[config.mk]
export PLATFORM = sky130hd
export DESIGN_NAME = lod_fault_monitor
export DESIGN_NICKNAME = d
export VERILOG_FILES = /design/src/rtl/lodmon_pkg.sv /design/src/rtl/lodmon_channel.sv /design/src/rtl/lodmon_fault.sv /design/src/rtl/lodmon_le_spacing.sv /design/src/rtl/lod_fault_monitor.sv
export SDC_FILE = /design/constraint.sdc
export NUM_CORES = 1
export LEC_CHECK = 0
export ABC_AREA = 1
export BUFFER_PORTS_ARGS = -buffer_cell sky130_fd_sc_hd__buf_2
export CORE_MARGIN = 2
export CORE_UTILIZATION = 30
export CTS_CLUSTER_SIZE = 24
export DETAILED_ROUTE_END_ITERATION = 10
export PLACE_DENSITY_LB_ADDON = 0.08
export SYNTH_ARGS = -nofsm -noshare
export SYNTH_HDL_FRONTEND = slang
export SYNTH_SLANG_ARGS = --single-unit
[constraint.sdc]
create_clock -name clk -period 1.55 [get_ports clk]
set_input_delay 0.155 -clock clk [delete_from_list [all_inputs] [get_ports clk]]
set_output_delay 0.155 -clock clk [all_outputs]
set_load 0.02 [all_outputs]
[src/rtl/lodmon_pkg.sv]
// Package: shared helpers for the open-LED / thermal fault monitor.
// Assumes: widths are derived from cycle counts known at elaboration.
package lodmon_pkg;

    // Bits needed to hold values 0..maxval.
    function automatic int cnt_bits(input int maxval);
        return (maxval < 1) ? 1 : $clog2(maxval + 1);
    endfunction

endpackage

[src/rtl/lodmon_channel.sv]
// Module: one channel's stagger timer and open-LED sampler.
// Assumes: req already folds in global enable and thermal flag; le_rise is
// a single-cycle pulse. Timer saturates at the sample point.
module lodmon_channel #(
    parameter int IDX         = 0,
    parameter int STAGGER_CYC = 4,
    parameter int SETTLE_CYC  = 40,
    parameter int TW          = 7
) (
    input  logic clk,
    input  logic rst_n,
    input  logic req,
    input  logic led_low,
    input  logic le_rise,
    output logic drive_on,
    output logic det_bit
);
    localparam int ON_AT     = IDX * STAGGER_CYC;
    localparam int SAMPLE_AT = ON_AT + SETTLE_CYC;
    localparam logic [TW-1:0] ON_AT_V     = TW'(ON_AT);
    localparam logic [TW-1:0] SAMPLE_AT_V = TW'(SAMPLE_AT);

    logic [TW-1:0] timer_q;
    logic          done_q;
    logic          det_q;

    // Count held-request edges, capture status once per strobe interval.
    always_ff @(posedge clk) begin
        if (!rst_n) begin
            timer_q <= '0;
            done_q  <= 1'b0;
            det_q   <= 1'b0;
        end else if (!req) begin
            timer_q <= '0;
            done_q  <= 1'b0;
            det_q   <= 1'b0;
        end else begin
            if (timer_q != SAMPLE_AT_V) timer_q <= timer_q + 1'b1;
            if (le_rise) begin
                done_q <= 1'b0;
                det_q  <= 1'b0;
            end else if (!done_q && timer_q == SAMPLE_AT_V) begin
                done_q <= 1'b1;
                det_q  <= led_low;
            end
        end
    end

    // Staggered drive: on once the request has lasted this channel's delay.
    always_comb drive_on = req && (timer_q >= ON_AT_V);

    assign det_bit = det_q;

    // a captured 1 only appears after a full settle with the request held.
    p_det_after_settle_r5: assert property (@(posedge clk) disable iff (!rst_n)
        $rose(det_q) |-> ($past(req) && $past(timer_q) == SAMPLE_AT_V));

    // a dropped request leaves nothing captured.
    p_off_clears_r5: assert property (@(posedge clk) disable iff (!rst_n)
        !req |=> !det_q);

endmodule

[src/rtl/lodmon_fault.sv]
// Module: fault line combiner. Over-temperature always pulls; open-LED
// pulls only when the global enable is active and the channel is on.
// Assumes: led_low is already synchronous to clk.
module lodmon_fault #(
    parameter int NUM_CH = 16
) (
    input  logic              clk,
    input  logic              rst_n,
    input  logic              oe_n,
    input  logic              therm_hot,
    input  logic [NUM_CH-1:0] chan_on,
    input  logic [NUM_CH-1:0] led_low,
    output logic              fault_pull
);
    logic open_seen;

    // Any enabled channel below threshold.
    always_comb open_seen = |(chan_on & led_low);

    // Register the pull-down enable.
    always_ff @(posedge clk) begin
        if (!rst_n) fault_pull <= 1'b0;
        else        fault_pull <= therm_hot | (!oe_n & open_seen);
    end

    p_therm_fault_r1: assert property (@(posedge clk) disable iff (!rst_n)
        therm_hot |=> fault_pull);

    p_oe_mask_r3: assert property (@(posedge clk) disable iff (!rst_n)
        (oe_n && !therm_hot) |=> !fault_pull);

endmodule

[src/rtl/lodmon_le_spacing.sv]
// Module: measures edges between strobe rises and flags short gaps.
// Assumes: le_rise is a single-cycle pulse; counter saturates at LE_MIN_CYC.
module lodmon_le_spacing #(
    parameter int LE_MIN_CYC = 332
) (
    input  logic clk,
    input  logic rst_n,
    input  logic le_rise,
    output logic le_early
);
    localparam int CW = lodmon_pkg::cnt_bits(LE_MIN_CYC);
    localparam logic [CW-1:0] MIN_V = CW'(LE_MIN_CYC);

    logic [CW-1:0] gap_q;

    // Gap counter and early flag; starts saturated so the first strobe is fine.
    always_ff @(posedge clk) begin
        if (!rst_n) begin
            gap_q    <= MIN_V;
            le_early <= 1'b0;
        end else begin
            le_early <= le_rise && (gap_q < MIN_V);
            if (le_rise)             gap_q <= CW'(1);
            else if (gap_q != MIN_V) gap_q <= gap_q + 1'b1;
        end
    end

    p_early_on_rise_r7: assert property (@(posedge clk) disable iff (!rst_n)
        le_early |-> $past(le_rise));

endmodule

[src/rtl/lod_fault_monitor.sv]
// Module: top of the open-LED and thermal fault monitor.
// Assumes: all inputs are synchronous to clk; le is held low at least one
// cycle between strobes.
module lod_fault_monitor #(
    parameter int NUM_CH      = 16,
    parameter int STAGGER_CYC = 4,
    parameter int SETTLE_CYC  = 40,
    parameter int LE_MIN_CYC  = 332
) (
    input  logic              clk,
    input  logic              rst_n,
    input  logic              oe_n,
    input  logic              therm_hot,
    input  logic [NUM_CH-1:0] chan_on,
    input  logic [NUM_CH-1:0] led_low,
    input  logic              le,
    output logic [NUM_CH-1:0] drive_en,
    output logic              fault_pull,
    output logic [NUM_CH-1:0] lod_word,
    output logic              lod_load,
    output logic              le_early
);
    localparam int MAX_POINT = (NUM_CH - 1) * STAGGER_CYC + SETTLE_CYC;
    localparam int TW        = lodmon_pkg::cnt_bits(MAX_POINT);

    logic              le_q;
    logic              le_rise;
    logic [NUM_CH-1:0] req;
    logic [NUM_CH-1:0] det_vec;

    // Strobe edge detector.
    always_ff @(posedge clk) begin
        if (!rst_n) le_q <= 1'b0;
        else        le_q <= le;
    end

    always_comb le_rise = le && !le_q;

    // Per-channel drive request.
    always_comb req = chan_on & {NUM_CH{!oe_n && !therm_hot}};

    for (genvar k = 0; k < NUM_CH; k++) begin : g_ch
        lodmon_channel #(
            .IDX        (k),
            .STAGGER_CYC(STAGGER_CYC),
            .SETTLE_CYC (SETTLE_CYC),
            .TW         (TW)
        ) u_ch (
            .clk     (clk),
            .rst_n   (rst_n),
            .req     (req[k]),
            .led_low (led_low[k]),
            .le_rise (le_rise),
            .drive_on(drive_en[k]),
            .det_bit (det_vec[k])
        );
    end

    lodmon_fault #(.NUM_CH(NUM_CH)) u_fault (
        .clk       (clk),
        .rst_n     (rst_n),
        .oe_n      (oe_n),
        .therm_hot (therm_hot),
        .chan_on   (chan_on),
        .led_low   (led_low),
        .fault_pull(fault_pull)
    );

    lodmon_le_spacing #(.LE_MIN_CYC(LE_MIN_CYC)) u_gap (
        .clk     (clk),
        .rst_n   (rst_n),
        .le_rise (le_rise),
        .le_early(le_early)
    );

    // Hand the detector word to the shift register on each strobe rise.
    always_ff @(posedge clk) begin
        if (!rst_n) begin
            lod_word <= '0;
            lod_load <= 1'b0;
        end else begin
            lod_load <= le_rise;
            if (le_rise) lod_word <= det_vec;
        end
    end

    p_therm_off_r4: assert property (@(posedge clk) disable iff (!rst_n)
        therm_hot |-> (drive_en == '0));

    p_load_pulse_r6: assert property (@(posedge clk) disable iff (!rst_n)
        lod_load |=> !lod_load);

    p_word_stable_r6: assert property (@(posedge clk) disable iff (!rst_n)
        !lod_load |-> $stable(lod_word) || $past(le_rise));

endmodule

== Yosys cells after proc, flatten, opt, wreduce, memory -nomap -nowiden ==
Index checks and enable logic that the tools add are counted.

* Output and inout bits: 35
* Register bits: 173
* Bits of input ports: 37
* Word-level logic and storage cells: 234

* Magnitude comparators: 17
* Reductions and logical operators: 89
* Bitwise operators: 21
* Eq/ne operators: 33
* Muxes and demuxes: 2
* Add/subtract/negate cells: 17

{| class="wikitable"
|+ Operator list
! cell !! number
|-
| $add 7x1->7 const B || 16
|-
| $eq 7x7->1 const B || 10
|-
| $ne 7x7->1 const B || 10
|-
| $ge 7x6->1 const B || 8
|-
| $reduce_or 3->1 || 16
|-
| $eq 7x6->1 const B || 6
|-
| $ne 7x6->1 const B || 6
|-
| $logic_and 1x1->1 || 35
|-
| $and 16x16->16 || 2
|-
| $reduce_and 2->1 || 16
|-
| $ge 7x5->1 const B || 4
|-
| $logic_not 1->1 || 19
|-
| $mux 9 || 2
|-
| $not 1->1 || 17
|-
| $reduce_or 16->1 || 1
|-
| $ge 7x4->1 const B || 2
|-
| $add 9x1->9 const B || 1
|-
| $lt 9x9->1 const B || 1
|-
| $ne 9x9->1 const B || 1
|-
| $ge 7x1->1 const B || 1
|-
| $ge 7x3->1 const B || 1
|-
| $reduce_bool 2->1 || 1
|-
| $reduce_or 2->1 || 1
|-
| $and 1x1->1 || 1
|-
| $or 1x1->1 || 1
|}

== Depth between registers and ports, before layout ==
Gate-level depths: netlist (run 1).

* Word-level depth: 5
* Mapped depth: 9

== Modules after synthesis ==
From an unflattened synthesis (run 1), not the netlist that was laid out.

* Cells, all modules: 1279
* Area total of the unflattened synthesis: 9067.4 µm²

{| class="wikitable"
|+ By module, submodules not included
! module !! cells each !! sequential area each (µm²) !! area each (µm²) !! instances
|-
| lod_fault_monitor || 145 || 360.3 || 899.6 || 1
|-
| lodmon_le_spacing || 72 || 200.2 || 534.3 || 1
|-
| lodmon_channel (g_ch[1].u_ch) || 69 || 180.2 || 495.5 || 1
|-
| lodmon_channel (g_ch[6].u_ch) || 64 || 180.2 || 481.7 || 1
|-
| lodmon_channel (g_ch[9].u_ch) || 66 || 180.2 || 481.7 || 1
|-
| lodmon_channel (g_ch[14].u_ch) || 67 || 180.2 || 476.7 || 1
|-
| lodmon_channel (g_ch[4].u_ch) || 65 || 180.2 || 476.7 || 1
|-
| lodmon_channel (g_ch[5].u_ch) || 69 || 180.2 || 473.0 || 1
|-
| lodmon_channel (g_ch[11].u_ch) || 63 || 180.2 || 471.7 || 1
|-
| lodmon_channel (g_ch[12].u_ch) || 63 || 180.2 || 470.5 || 1
|-
| lodmon_channel (g_ch[10].u_ch) || 67 || 180.2 || 464.2 || 1
|-
| lodmon_channel (g_ch[2].u_ch) || 64 || 180.2 || 461.7 || 1
|-
| lodmon_channel (g_ch[3].u_ch) || 63 || 180.2 || 461.7 || 1
|-
| lodmon_channel (g_ch[0].u_ch) || 60 || 180.2 || 459.2 || 1
|-
| 5 more rows || n/a || n/a || n/a || n/a
|}

== Worst setup path after synthesis (run 1) ==
OpenSTA, ideal clock, no wires.

* Path type: reg-to-reg
* Start: register g_ch[1].u_ch.timer_q[0]
* End: register g_ch[1].u_ch.timer_q[6]
* Setup slack: 293 ps
* Path buffers: 0
* Stages on the path, launching flop included: 7
* Clock period less this slack: 1257 ps
* Arrival time: 1187 ps
* Setup time: 70 ps
* Required time: 1480 ps
* Cell sequence: dfxtp_1 -> ha_1 -> inv_1 -> nor2_1 -> nand3_1 -> or2_2 -> a21oi_1

* Cells in the longest elaborated chain, start to end: 1

{| class="wikitable"
|+ Ends and longest elaborated chain
! what !! RTL line !! text
|-
| from (decl) || lodmon_channel.sv:23 || <nowiki>logic [TW-1:0] timer_q;</nowiki>
|-
| from (signal assigned) || lodmon_channel.sv:38 || <nowiki>if (timer_q != SAMPLE_AT_V) timer_q <= timer_q + 1'b1;</nowiki>
|-
| $add 7x1->7 / $ne 7x6->1 (equally long branches) || lodmon_channel.sv:38 ||
|}

Several ways; a longest one is shown, not always the timed one.
A chain may end at the register's enable or synchronous reset.

== Worst setup path in the final report (run 1) ==
* Start: register g_ch[1].u_ch.timer_q[6]
* End: output drive_en[1]

* Cells in the longest elaborated chain, start to end: 2

{| class="wikitable"
|+ Ends and longest elaborated chain
! what !! RTL line !! text
|-
| $ge 7x3->1 || lodmon_channel.sv:50 || <nowiki>always_comb drive_on = req && (timer_q >= ON_AT_V);</nowiki>
|-
| $logic_and 1x1->1 || lodmon_channel.sv:50 ||
|-
| to (decl) || lod_fault_monitor.sv:17 || <nowiki>output logic [NUM_CH-1:0] drive_en,</nowiki>
|}

Every way passes these cells.

==> impl_metrics.ini, run 1 <==
[pwr]
p_sw_w = 0.00224
p_int_w = 0.00722
p_leak_nw = 3.78
p_per_area_mw_per_mm2 = 976
power.total_w = 0.00946
pwr-share-seq_pct = 47.7
netSwitchingFraction_pct = 23.7
peakVddDrop_v = 0.000564
comb_power_share_pct = 4.9
p_clk_share_pct = 47.4

[final_layout]
nets = 1222
area_growth_pct = 19.6
n_fill_cell = 2852
design_area_mm2 = 0.00969
drive_above_1_share_pct = 15.5
antennaDiodeCount = 0
utilization_pct = 36.3

[worst_setup_path]
cp.required_ps = 1390
cp_max_fo = 3
start_kind = flip-flop
r2r_start = g_ch[1].u_ch.timer_q[6]
endpoint = drive_en[1]
regToRegSetupSlack_ps = 160
timing.rr.end = g_ch[1].u_ch.det_bit
setup.worst_path.start = g_ch[1].u_ch.timer_q[6]
critPathArrivalTime_ps = 1370
crit_path_end_kind = primary output
r2r.worst_path.cells = 7
critPathKind = reg -> out

[grt]
antenna_found_initial = 1
grt_max_degree = 20
grt_overflow = 0
grt_pass1_vias = 6254
grt_pass1_wl_um = 31200
grt_util_all_layers_pct = 13.8

[synthesis]
synth_edf_count = 0
synth_top_area_cell = dfxtp_1
netlist_area_mm2 = 0.00810
synth.most_common_cell = nand2_1
yosys.cell_types.count = 40
ys_warn_count = 0
synth_mux_area_share_pct = 0
synth_compound_area_share_pct = 11.7
ys_seq_area_share_pct = 42.7
synth_top_area_share_pct = 42.7
synth_adder_area_share_pct = 5.25
synth_top_family_by_area = simple AND/OR/NAND/NOR gates
synth_simple_gate_area_share_pct = 25.7
yosys_most_used_dff = dfxtp_1
yosys-top-cells-count = nand2_1 (181), dfxtp_1 (173), inv_1 (154)
yosys.area_share.xor_xnor_pct = 5.19
synth_cells = 1054
avgSynthCellArea_um2 = 7.69
syn_nets = 1125
ys_top_cells_by_area = dfxtp_1 (43%), nand2_1 (8.4%), inv_1 (7.1%), a21oi_1 (6.2%), ha_1 (5.2%)
ys_seq_elements = 173
async_reset_ff_share_pct = 0

[floorplan]
dieArea_mm2 = 0.0283
coreArea_mm2 = 0.0267
initial_core_util_pct = 30.3
die_y_um = 168
die_x_um = 168
pin_count = 72
num_rows = 60

[sta]
hold_viol = 0
rsz0062_at_grt = true
report.final.slew_viol_count = 0
setup_violations = 0
fin_crit_ps = 1520
skew_ps = 8.76
slew_headroom_pct = 71.0
setup_tns_ps = 0
tightest_slew_ps = 435
fin_crit_sh_pct = 98.3
fmax_ghz = 0.656

[run]
cap_viol_max_count = 0

[clocking]
cts_buffers = 17
htreeDepth = 4
clk_latency_ps = 420
cts.sinks = 173
clk_pin_slew_worst_paths_ps = 70
cts_tree = yes
clock_path_buffers = 2
cts-root-buf = clkbuf_16

[detailed_routing]
drt-pass1-iter-count = 4
ant_nets = 0
drc = 0
vias = 6606
drt_iter0_drc = 278
routedWlPerCell_um = 12.5
wirelength_um = 18800
viasPerCell = 4.39

[placed_design]
routabilityCongestion = 0.755
postPlaceCellArea_mm2 = 0.00888
dp_hpwl_um = 13900
numPortBuffers = 71

[run_status]
outcome = completed

[hold_path]
hold_path_class = in -> reg
registers in the layout, indices dropped and copies added (netlist names):
register and flops:
g_ch.u_ch.det_bit 16, lod_word 16, le_q 1, lod_load 1, g_ch.u_ch.done_q 16, u_gap.le_early 1
u_fault.fault_pull 1, g_ch.u_ch.timer_q 112, u_gap.gap_q 9
cells by family (layout without fill, tap and decap cells):
family | count (synthesis) | count (layout)
XOR/XNOR | 48 | 48
AND/OR/NAND/NOR | 445 | 445
flip-flops | 173 | 173
buffers and inverters | 180 | 290
AO/OA/AOI/OAI | 174 | 174
adder cells (fa/ha/maj) | 34 | 34
worst max-delay path, stage by stage (launching register included):
cell	delay, ps
dfxtp_2	340
nor2_4	120
nand3_2	60
o211ai_1	180
inv_1	110
buf_6	140
cell type report:
type                    instances  area (um2)  share of cell area (%)
clock buffers                  18         429                    4.43
clock inverters                14         178                    1.83
inverters                     156         586                    6.04
multi-input cells             701        3920                    40.4
flip-flops and latches        173        3490                    36.0
well taps                     341         427                    4.40
repair buffers                102         671                    6.92
layer usage:
metal	share of wire [%]	routed length, um	global-route usage (%)	up-vias
li1	-	-	-	3607
met1	52	9860	19.2	2915
met2	44	8190	21.8	72
met3	3.2	610	3.15	10
met4	0.82	154	3.37	2
met5	0.069	13	0	-
placed cells by master (no fill, tap or decap), types with 4 or more instances in the layout:
master         netlist  final
nand2_1            181    181
dfxtp_1            173    156
inv_1              154    153
nor2_1             110    107
a21oi_1            101    101
nand3_1             73     71
buf_2                4     67
o21ai_0             41     40
ha_1                34     34
xor2_1              25     25
xnor2_1             23     23
nor3_1              22     22
nand4_1             21     21
buf_4               19     19
clkbuf_16            0     17
dfxtp_2              0     16
dlygate4sd3_1        0     11
or2_2                9      9
a22o_1               8      8
nand3_4              6      6
nor3b_1              6      6
nand3_2              3      5
inv_6                0      5
o21ai_1              3      4
a211oi_1             4      4
timing repair:
action / in CTS / in global routing
hold buffers: 11 / 0
pin swaps: 2 / 2
setup buffers: 2 / 1
endpoints found under the setup margin: 2 / 12
endpoints found under the hold margin: 11 / 0
gates resized for setup: 8 / 25
worst min-delay path by stage:
stage                 from                     to  slack [ps]  cells after the start
5_1_grt        led_low[13]  g_ch[13].u_ch.det_bit           2                      3
3_5_place_dp            le                   le_q         380                      3
2_1_floorplan           le                   le_q         270                      2
4_1_cts        led_low[10]  g_ch[10].u_ch.det_bit         0.9                      3
3_3_place_gp            le                   le_q         380                      3
6_report       led_low[13]  g_ch[13].u_ch.det_bit          20                      3
metrics by stage:
stage / std cells / worst slack, ps / hold WS, ps
CTS: 1504 / -27.3 / 0.882
global placement: 1459 / 163 / 381
detailed placement: 1459 / 157 / 382
finish: 1505 / 26.2 / 17.6
floorplan: 1054 / 293 / 266
global route: 1505 / -60.8 / 2.42
power by group through the flow:
stage / combinational, W / sequential, W / clock (W)
3_3_place_gp: 0.000449 / 0.00462 / 0
2_1_floorplan: 0.000230 / 0.00461 / 0
4_1_cts: 0.000472 / 0.00451 / 0.00465
3_5_place_dp: 0.000448 / 0.00462 / 0
6_report: 0.000461 / 0.00451 / 0.00448
5_1_grt: 0.000523 / 0.00452 / 0.00485
(Power assumes the default switching activity.)
==> run 2, diff against run 1 <==
clock period = 1.8 ns   (was 1.55 ns; I/O delays follow)
==> run 2 against run 1 <==
  * Die area stayed put
  * Register-to-register slack better by 230 ps
  * Final cell count is 1.1% lower
  * Count of clock-buffer cells in the layout grew 1
  * Combinational power fell by 20%
  * Setup slack better by 160 ps
  * Design area down 2.4%
  * Worst hold slack improved by 2.2 ps
  * Sequential cell count stayed put
  * Via count hardly changed
  * Clock power decreased by 13%
==> impl_metrics.ini, run 2 (synthesis gave the netlist of run 1 again) <==
[run]
cap_viol_max_count = 0

[sta]
tightest_slew_ps = 424
skew_ps = 9.99
slew_headroom_pct = 71.6
hold_viol = 0
fmax_ghz = 0.619
fin_crit_sh_pct = 89.7
setup_violations = 0
rsz0062_at_grt = false
report.final.slew_viol_count = 0
fin_crit_ps = 1620
setup_tns_ps = 0

[hold_path]
hold_path_class = in -> reg

[placed_design]
numPortBuffers = 71
dp_hpwl_um = 13600
dp.cells = 1453
postPlaceCellArea_mm2 = 0.00881
routabilityCongestion = 0.763

[detailed_routing]
drt_iter0_drc = 327
vias = 6601
routedWlPerCell_um = 12.5
ant_nets = 0
drc = 0
viasPerCell = 4.44
drt-pass1-iter-count = 4
wirelength_um = 18600

[worst_setup_path]
critPathKind = reg -> out
critPathArrivalTime_ps = 1440
start_kind = flip-flop
critPathMaxStageDelay_ps = 350
crit_path_end_kind = primary output
critPathSlowestCell = dfxtp_1
cp_max_fo = 5
path_cells = nor2_1 > nand3_1 > o211ai_1 > inv_1 > buf_2
cp.required_ps = 1620

[final_layout]
largest_register_ff_count = 112
antennaDiodeCount = 0
regMostFlops = g_ch.u_ch.timer_q
layout_commonest_cell = nand2_1
register_area_mm2 = 0.00346
final_cell_mix = nand2_1 (181), dfxtp_1 (173), inv_1 (154), nor2_1 (108), a21oi_1 (101)
drive_above_1_share_pct = 13.0
nets = 1206
n_fill_cell = 2838
area_growth_pct = 16.8
final_cells = 1488
multi_input_area_mm2 = 0.00388
design_area_mm2 = 0.00946

[floorplan]
num_rows = 60
die_x_um = 168
coreArea_mm2 = 0.0267
die_y_um = 168
dieArea_mm2 = 0.0283
pin_count = 72
initial_core_util_pct = 30.3

[grt]
grt_max_degree = 29
grt_overflow = 0
grt_util_all_layers_pct = 13.6
antenna_found_initial = 0
grt_pass1_wl_um = 30500
grt_pass1_vias = 6107

[clocking]
cts-root-buf = clkbuf_16
htreeDepth = 4
cts_tree = yes
cts_buffers = 17
cts.sinks = 173
clk_latency_ps = 430
clk_pin_slew_worst_paths_ps = 70
clock_path_buffers = 2

[pwr]
peakVddDrop_v = 0.000570
p_leak_nw = 3.68
p_per_area_mw_per_mm2 = 860
power.total_w = 0.00814

[run_status]
outcome = completed
-- run 2: cell types whose count changed in the layout (fill, tap and decap cells not counted), moves of 4 or more --
cell           change
dfxtp_2           -16
buf_4              -9
buf_2              +4
dlygate4sd3_1      -7
dfxtp_1           +17
-- run 2: critical path, delay by kind of cell (launching register included) --
| kind | cells | cell delay [ps] |
|---|---|---|
| flip-flops | 1 | 350 |
| AND/OR/NAND/NOR | 2 | 240 |
| buffers and inverters | 2 | 230 |
| AO/OA/AOI/OAI | 1 | 190 |
-- run 2: power breakdown --
group	total (W)	switching, W	internal [W]
Clock	0.00388	0.00161	0.00227
Combinational	0.000369	0.000244	0.000124
Sequential	0.00389	0.0000283	0.00386
Total	0.00814	0.00189	0.00625
-- run 2: per-layer routing --
| metal | vias to the layer above | global-route usage [%] | share of wire, % |
|---|---|---|---|
| li1 | 3565 | - | - |
| met2 | 90 | 21.6 | 44 |
| met3 | 19 | 2.66 | 3.2 |
| met5 | - | 0 | 0 |
| met4 | 0 | 4.65 | 1.5 |
| met1 | 2927 | 18.4 | 51 |
-- run 2: path summary, 6_finish.rpt --
check	startpoint	to	slack (ps)	cells past startpoint
worst max register to register	u_gap.gap_q[0]	u_gap.gap_q[1]	390	7
worst max-delay path	g_ch[1].u_ch.timer_q[4]	drive_en[1]	180	5
worst min-delay path	led_low[12]	g_ch[12].u_ch.det_bit	20	3
worst min register to register	g_ch[1].u_ch.det_bit	lod_word[1]	450	2
-- run 2: what timing repair did --
item	CTS	global route
gates resized for setup	0	0
setup endpoints to repair	0	0
buffers inserted	0	0
hold buffers	4	0
hold endpoints to repair	4	0
-- run 2: area by class of cell --
| cell class | count | share of cell area (%) |
|---|---|---|
| Multi-Input combinational cell | 701 | 41.0 |
| Sequential cell | 173 | 36.6 |
| Inverter | 156 | 6.19 |
| Timing Repair Buffer | 86 | 5.18 |
| Clock buffer | 19 | 4.79 |
| Tap cell | 341 | 4.51 |
| Clock inverter | 12 | 1.71 |
-- run 2: stage by stage --
| stage | hold WS (ps) | utilization [%] | setup slack [ps] |
|---|---|---|---|
| finish | 19.8 | 35.4 | 185 |
| global route | 16.5 | 35.4 | 19.3 |
| CTS | 3.75 | 35.4 | 135 |
| detailed placement | 406 | 33.0 | 380 |
| global placement | 405 | 33.0 | 410 |
| floorplan | 291 | - | 543 |
